<file path="config.mk">
export PLATFORM = sky130hd
export DESIGN_NAME = refresh_scheduler
export DESIGN_NICKNAME = d
export VERILOG_FILES = /design/src/rtl/refresh_sched_pkg.sv /design/src/rtl/refresh_ctl.sv /design/src/rtl/refresh_dp.sv /design/src/rtl/refresh_scheduler.sv
export SDC_FILE = /design/constraint.sdc
export NUM_CORES = 1
export LEC_CHECK = 0
export ABC_AREA = 0
export CAP_MARGIN = 40
export CORE_ASPECT_RATIO = 2
export CORE_MARGIN = 4
export CORE_UTILIZATION = 40
export DETAILED_ROUTE_END_ITERATION = 10
export GPL_ROUTABILITY_DRIVEN = 0
export PLACE_DENSITY = 0.61
export SLEW_MARGIN = 10
export SYNTH_ARGS = -nofsm -noshare
export SYNTH_HDL_FRONTEND = slang
export SYNTH_SLANG_ARGS = --single-unit
export TNS_END_PERCENT = 10
</file>
<file path="constraint.sdc">
create_clock -name clk -period 4.6 [get_ports clk]
set_input_delay 1.15 -clock clk [delete_from_list [all_inputs] [get_ports clk]]
set_output_delay 1.15 -clock clk [all_outputs]
set_load 0.02 [all_outputs]
</file>
<file path="src/rtl/refresh_sched_pkg.sv">
package refresh_sched_pkg;
  // Strobes from the control half to the datapath half
  typedef struct packed {
    logic reload;   // divider changed: restart prescaler
    logic consume;  // an acknowledged refresh retires one owed row
  } schedStrobe_t;
endpackage

</file>
<file path="src/rtl/refresh_ctl.sv">
module refresh_ctl
  import refresh_sched_pkg::*;
#(
  parameter int DIV_W = 6
) (
  input  logic             clk,
  input  logic             rst_n,
  input  logic [DIV_W-1:0] divField,
  input  logic             burstActive,
  input  logic             refAck,
  input  logic             owedNonZero,
  output schedStrobe_t     strobe,
  output logic             refReq
);
  logic [DIV_W-1:0] divPrev;

  // During reset, track the field so that no spurious reload follows release
  always_ff @(posedge clk) begin
    divPrev <= divField;
  end

  always_comb begin
    refReq         = owedNonZero && !burstActive;
    strobe.reload  = rst_n && (divField != divPrev);
    strobe.consume = refReq && refAck;
  end
endmodule

</file>
<file path="src/rtl/refresh_dp.sv">
module refresh_dp
  import refresh_sched_pkg::*;
#(
  parameter int DIV_W      = 6,
  parameter int TICK_SHIFT = 4,
  parameter int OWED_W     = 4
) (
  input  logic             clk,
  input  logic             rst_n,
  input  logic [DIV_W-1:0] divField,
  input  schedStrobe_t     strobe,
  output logic             owedNonZero,
  output logic             owedFull
);
  localparam int PRE_W = DIV_W + TICK_SHIFT;
  localparam logic [OWED_W-1:0] OWED_MAX = '1;

  logic [PRE_W-1:0]  preCnt;
  logic [PRE_W-1:0]  periodLast;
  logic [OWED_W-1:0] owedCnt;
  logic              tick;

  // Last count value of one interval: ((D + 1) << shift) - 1, modulo 2^PRE_W
  always_comb begin
    periodLast = ((PRE_W'(divField) + PRE_W'(1)) << TICK_SHIFT) - PRE_W'(1);
    tick       = !strobe.reload && (preCnt == periodLast);
  end

  always_ff @(posedge clk) begin
    if (!rst_n)                     preCnt <= '0;
    else if (strobe.reload || tick) preCnt <= '0;
    else                            preCnt <= preCnt + PRE_W'(1);
  end

  always_ff @(posedge clk) begin
    if (!rst_n) begin
      owedCnt <= '0;
    end else begin
      unique case ({tick, strobe.consume})
        2'b10:   if (owedCnt != OWED_MAX) owedCnt <= owedCnt + OWED_W'(1);
        2'b01:   owedCnt <= owedCnt - OWED_W'(1);
        default: owedCnt <= owedCnt;
      endcase
    end
  end

  assign owedNonZero = (owedCnt != '0);
  assign owedFull    = (owedCnt == OWED_MAX);

  AST_TICK_SPACING: assert property (@(posedge clk) disable iff (!rst_n)
    tick |=> !tick);
  AST_ACK_NEEDS_DEBT: assert property (@(posedge clk) disable iff (!rst_n)
    strobe.consume |-> owedCnt != '0);
  AST_ACK_DECREMENTS: assert property (@(posedge clk) disable iff (!rst_n)
    (strobe.consume && !tick) |=> owedCnt == $past(owedCnt) - OWED_W'(1));
  AST_NO_WRAP: assert property (@(posedge clk) disable iff (!rst_n)
    (owedCnt == OWED_MAX && !strobe.consume) |=> owedCnt == OWED_MAX);
endmodule

</file>
<file path="src/rtl/refresh_scheduler.sv">
module refresh_scheduler
  import refresh_sched_pkg::*;
#(
  parameter int CFG_W      = 16,
  parameter int DIV_LSB    = 8,
  parameter int DIV_W      = 6,
  parameter int TICK_SHIFT = 4,
  parameter int OWED_W     = 4
) (
  input  logic             clk,
  input  logic             rst_n,
  input  logic [CFG_W-1:0] cfgWord,
  input  logic             burstActive,
  input  logic             refAck,
  output logic             refReq,
  output logic             refUrgent
);
  localparam int DIV_MSB = DIV_LSB + DIV_W - 1;

  logic [DIV_W-1:0] divField;
  logic             owedNonZero;
  logic             owedFull;
  schedStrobe_t     strobe;

  assign divField = cfgWord[DIV_MSB:DIV_LSB];

  refresh_ctl #(.DIV_W(DIV_W)) ctlInst (
    .clk(clk), .rst_n(rst_n), .divField(divField), .burstActive(burstActive),
    .refAck(refAck), .owedNonZero(owedNonZero), .strobe(strobe), .refReq(refReq)
  );

  refresh_dp #(.DIV_W(DIV_W), .TICK_SHIFT(TICK_SHIFT), .OWED_W(OWED_W)) dpInst (
    .clk(clk), .rst_n(rst_n), .divField(divField), .strobe(strobe),
    .owedNonZero(owedNonZero), .owedFull(owedFull)
  );

  assign refUrgent = owedFull;

  AST_URGENT_REQ: assert property (@(posedge clk) disable iff (!rst_n)
    (refUrgent && !burstActive) |-> refReq);
endmodule

</file>
[Yosys cells after proc, flatten, opt, wreduce, memory -nomap -nowiden]
Cells that the tools add are included.
Word-level totals
  register bits after elaboration: 20
  bits of input ports: 20
  logic and storage cells: 29
  output and inout bits: 2
Cells by class
  eq/ne operators: 7
  $add $sub $neg: 5
  bitwise logic cells: 1
  muxes and demuxes: 2
  reductions and logical operators: 11
Operators by type and width (count)
  adder 10 x 1 -> 10 bit, second input constant: 1
  equality test 10 bit: 1
  subtractor 10 x 1 -> 10 bit, second input constant: 1
  one-hot mux 4 bit (2 select lines): 1
  adder 6 x 1 -> 6 bit, second input constant: 1
  inequality test 6 bit: 1
  adder 4 x 1 -> 4 bit, second input constant: 1
  equality test 4 bit, second input constant: 1
  logical AND 1 bit: 4
  two-way mux 4 bit: 1
  inequality test 4 bit, second input constant: 1
  nonzero test 4 bit: 1
  subtractor 4 x 1 -> 4 bit, second input constant: 1
  equality test 2 x 1 -> 1 bit, second input constant: 1
  equality test 2 bit, second input constant: 1
  logical NOT 1 bit: 2
  inequality test 2 x 1 -> 1 bit, second input constant: 1
  AND reduction 2 bit: 1
  nonzero test 2 bit: 1
  OR reduction 2 bit: 1
  logical OR 1 bit: 1
  NOT 1 bit: 1

[Depth between registers and ports, before layout]
Gate-level depths: netlist (run 1).
  depth in word-level cells: 7
  mapped depth: 13

[By module]
From an unflattened synthesis (run 1), not the netlist that was laid out.
Second synthesis, totals
  cells, all modules: 126
  area total of the unflattened synthesis: 1162.4 µm²
Modules (own cells, without submodules)
  refresh_dp: seq. area each 280.3 µm², cells each 110, area each 962.2 µm², times used 1
  refresh_ctl: seq. area each 120.1 µm², cells each 16, area each 200.2 µm², times used 1

[Worst setup path before layout (run 1)]
Ideal clock, no wire load.
  kind: input -> register
  start point: in cfgWord[8]
  end point: reg dpInst.owedCnt[3]
  stages on the path: 13
  buffers on the path: 0
  arrival time: 3.714 ns
  path slack: 0.815 ns
  cells stage by stage: ha_1 -> or2b_1 -> a21oi_2 -> nor3_1 -> or4b_4 -> o21ai_2 -> inv_1 -> ha_1 -> a21o_1 -> a21oi_1 -> nor2_1 -> a2bb2oi_2 -> mux2i_1
On the way
  cells in the longest elaborated chain, start to end: 7
RTL lines
  start: declaration: RTL line refresh_scheduler.sv:12  | input logic [CFG_W-1:0] cfgWord,
  adder 6 x 1 -> 6 bit / inequality test 6 bit (equally long branches): RTL line refresh_dp.sv:25, refresh_ctl.sv:24
  subtractor 10 x 1 -> 10 bit / logical AND 1 bit (equally long branches): RTL line refresh_dp.sv:25, refresh_ctl.sv:24
  equality test 10 bit / logical NOT 1 bit (equally long branches): RTL line refresh_dp.sv:26  | tick = !strobe.reload && (preCnt == periodLast);
  logical AND 1 bit *: RTL line refresh_dp.sv:26
  equality test 2 bit / equality test 2 x 1 -> 1 bit (equally long branches): RTL line refresh_dp.sv:39  | unique case ({tick, strobe.consume})
  inequality test 2 x 1 -> 1 bit (no line) / nonzero test 2 bit (equally long branches)
  AND reduction 2 bit (no line)
  end signal: assignment: RTL line refresh_dp.sv:40  | 2'b10: if (owedCnt != OWED_MAX) owedCnt <= owedCnt + OWED_W'(1);
  end signal: assignment: RTL line refresh_dp.sv:41  | 2'b01: owedCnt <= owedCnt - OWED_W'(1);
  end signal: assignment: RTL line refresh_dp.sv:42  | default: owedCnt <= owedCnt;
  end: declaration: RTL line refresh_dp.sv:20  | logic [OWED_W-1:0] owedCnt;
Every way passes the cells marked *; elsewhere a longest branch is shown, timed or not.
A chain may end at the register's enable or synchronous reset.

[Worst setup path after layout (run 1)]
Same ends and word-level chain as after synthesis.

==> parameters.txt, run 1 <==
Parameter                              Value

Routing
  Vias per cell ... 5.23
  1st-iter DRT viols ... 17
  Post-detailed-route DRC marker count ... 0
  Final routed wire length divided by cell count ... 13.1 µm
  First-pass DRT Iterations ... 4
  Vias post-DR ... 920
  Remaining antenna violation count ... 0
  Wire length reported by the detailed router ... 2300 µm

Timing
  Transition time of the tightest slew-check pin ... 494 ps
  Final setup vio count ... 0
  Max Slew Vio Count ... 0
  Minimum clock period after layout ... 4190 ps
  Final clock period utilization by the worst path ... 91.0%
  RSZ-0062 raised after global routing ... false
  Fin worst setup slack ... 414 ps
  Top achievable clock speed ... 239 MHz
  Total Negative Setup Slacks ... 0 ps
  Hold Vio Cnt, Final ... 0
  Layout Skew ... 1.89 ps
  Worst slew margin relative to its limit ... 66.8%

Floorplanning
  Overall die width ... 47.0 µm
  Die boundary height ... 85.9 µm
  Number of I/O pins ... 22
  Total die area ... 4040 µm²
  Count of standard-cell rows ... 28
  Area of the core ... 2940 µm²
  Initial standard-cell utilization of the core ... 41.3%

Global routing
  GR Overflow Total ... 0
  Total GRT Usage ... 13.3%
  Initial antenna violation count ... 0
  Wire length of the first global-routing pass ... 3890 µm
  Pin count of the biggest net entering global routing ... 13
  Number of global-route vias before repair ... 923

Clock tree
  Hold Buf Count CTS ... 0
  Count of cells resized by post-cts repair ... 0
  Count of H-tree levels built during CTS ... 1
  # clock sinks ... 20
  Clock input transition at the sequential cells of the worst setup and hold paths ... 80 ps
  CTS Buffer Depth ... 2
  CTS tree ... done
  Postcts setup bufs ... 0
  CTS root buffer ... clkbuf_8
  Number of buffers inserted during clock tree synthesis ... 3
  Clock insertion delay at the later pin of the skew report ... 270 ps

Power and ir drop
  Sw Ratio ... 21.1%
  Combinational group share of total power ... 10.2%
  Reg power frac ... 44.7%
  Part of the power in the clock network ... 45.1%
  Cell Pwr Density ... 275 nW/µm²
  Total net switching power ... 0.0837 mW
  Leak pwr ... 0.568 nW
  Final total power ... 0.396 mW
  Maximum vdd drop ... 0.179 mV
  Int Pwr ... 0.313 mW

Worst setup path
  CP startpoint ... cfgWord[8]
  Critical Path End Type ... flop
  Count of cells along the worst register-to-register path ... 12
  CP Class ... input pin to flop
  Setup slack of the worst register-to-register path ... 1800 ps
  Worst Setup Start Kind ... input pin
  Endpoint of the worst-slack reg-to-reg timing path ... dpInst.owedCnt[3]$_SDFFE_PN0P_
  Arrival time at the worst endpoint ... 4390 ps
  Capturing instance or port of the critical path ... dpInst.owedCnt[3]$_SDFFE_PN0P_
  Worst path required time ... 4800 ps
  Worst flop-to-flop path startpoint ... dpInst.preCnt[0]$_SDFF_PP0_
  Worst Path Max Fanout ... 6

Layout
  Area taken by multi-input logic gates ... 757 µm²
  Layout Area Growth over Synthesis ... 18.5%
  Inserted Diodes ... 0
  Area used by sequential logic in the layout ... 400 µm²
  Highest-count cells in the layout ignoring fill and taps ... dfxtp_1, xnor2_1, nor2_1
  NumNets Final ... 173
  Post-Layout Inst Area ... 1440 µm²
  Share of post-route cells with drive strength above 1 ... 13.0%
  Number of standard cells in the final layout excluding fillers ... 176
  Count of filler cells inserted in the layout ... 300
  Most common cell after layout, fill and taps aside ... dfxtp_1

Synthesis
  Combined area of all synthesized cells ... 1210 µm²
  Netlist cell types ... 47
  Share of synthesized registers carrying an async set or reset ... 0%
  Register bit count reported by yosys ... 20
  Sequential element share of the synthesized area ... 33.0%
  Nets in the synthesized netlist ... 156
  Mean cell area of the mapped netlist ... 9.35 µm²
  Synth warn ... 0
  Syn Inst Count ... 130
  Count of flip-flops with a built-in enable after synthesis ... 0
  Post-synth top flop ... dfxtp_1

Hold path
  Tightest Hold Check Type ... flop to flop

Place
  Number of input and output port buffers inserted ... 11
  Instance area at placement ... 1370 µm²
  HPWL after detailed placement ... 1870 µm
  Post-Place Cells ... 172
  Post-placement setup slack ... 128 ps

Flow run
  Number of maximum-capacitance constraint violations ... 0

Outcome
  Outcome ... finished clean
-- power groups by stage --
stage,Clock [mW],Combinational [mW],Sequential [mW]
after floorplan,0,0.0260,0.181
after global placement,0,0.0403,0.181
after detailed placement,0,0.0412,0.181
after CTS,0.184,0.0414,0.177
after global routing,0.191,0.0453,0.177
final,0.179,0.0406,0.177
-- how the worst min path moves through the flow --
stage / to / startpoint / cells after the start
after floorplan: dpInst.preCnt[0]$_SDFF_PP0_ / dpInst.preCnt[0]$_SDFF_PP0_ / 1
after global placement: dpInst.preCnt[0]$_SDFF_PP0_ / dpInst.preCnt[0]$_SDFF_PP0_ / 1
after detailed placement: dpInst.preCnt[0]$_SDFF_PP0_ / dpInst.preCnt[0]$_SDFF_PP0_ / 1
after CTS: dpInst.preCnt[0]$_SDFF_PP0_ / dpInst.preCnt[0]$_SDFF_PP0_ / 1
after global routing: dpInst.preCnt[0]$_SDFF_PP0_ / dpInst.preCnt[0]$_SDFF_PP0_ / 1
final: dpInst.preCnt[0]$_SDFF_PP0_ / dpInst.preCnt[0]$_SDFF_PP0_ / 1
-- flip-flops by register name, indices dropped and copies added (netlist names) --
register         count
dpInst.owedCnt       4
dpInst.preCnt       10
ctlInst.divPrev      6
-- Yosys cell counts, types with 2 or more instances --
cell	instances	area [µm²]
a21oi_1	2	10.0
and3_1	3	18.8
buf_6	2	22.5
dfxtp_1	20	400
ha_1	5	62.6
inv_1	7	26.3
mux2i_1	2	20.0
nand2_1	9	33.8
nand3_1	5	25.0
nand3b_1	2	15.0
nor2_1	14	52.6
nor3_1	2	10.0
nor4_1	2	12.5
xnor2_1	18	158
xor2_1	5	43.8
-- area by class of cell --
cell class | instances | area share, %
sequential | 20 | 27.8
tap | 30 | 2.61
clock buffer | 3 | 2.87
multi-input combinational | 99 | 52.6
clock inverter | 1 | 2.09
inverter | 7 | 1.82
timing repair buffer | 16 | 10.3
-- stage by stage --
stage          util [%]  hold slack (ps)
3_3_place_gp       46.5              425
5_1_grt            48.9              466
2_1_floorplan         -              413
6_report           48.9              453
4_1_cts            48.9              452
3_5_place_dp       46.5              434
-- metal layers --
| metal | part of all wire, % | track usage [%] | vias up |
|---|---|---|---|
| met3 | 3.0 | 2.10 | 5 |
| met2 | 58 | 24.0 | 11 |
| met1 | 36 | 13.2 | 426 |
| met4 | 2.8 | 7.56 | 0 |
| li1 | - | - | 478 |
| met5 | 0 | 0 | - |
-- worst max-delay path, cell delays in order --
cell,delay (ps)
clkdlybuf4s50_1,500
ha_1,310
or2_1,260
a2111oi_1,460
or3_2,260
nand3_4,110
o21ai_2,170
inv_1,80
ha_1,280
a21o_1,180
a21oi_1,200
nor2_1,80
a2bb2oi_2,160
mux2i_1,180
-- logic make-up (layout without fill, tap and decap cells) --
group           count (synthesis)  count (layout)  synth area share [%]
compound gates                 17              17                  11.8
fa+ha+maj                       6               6                  6.80
mux                             2               2                  1.65
xor+xnor                       23              23                  16.6
buf+inv                        11              27                  4.74
flops                          20              20                  33.0
simple gates                   51              51                  25.4
Note: power is estimated with default switching activity, not from simulation.
==> run 2, diff against run 1 <==
- HOLD_SLACK_MARGIN: default -> 0.1
==> results of run 2 <==
No change in the layout: final DEF, timing and power equal those of run 1.
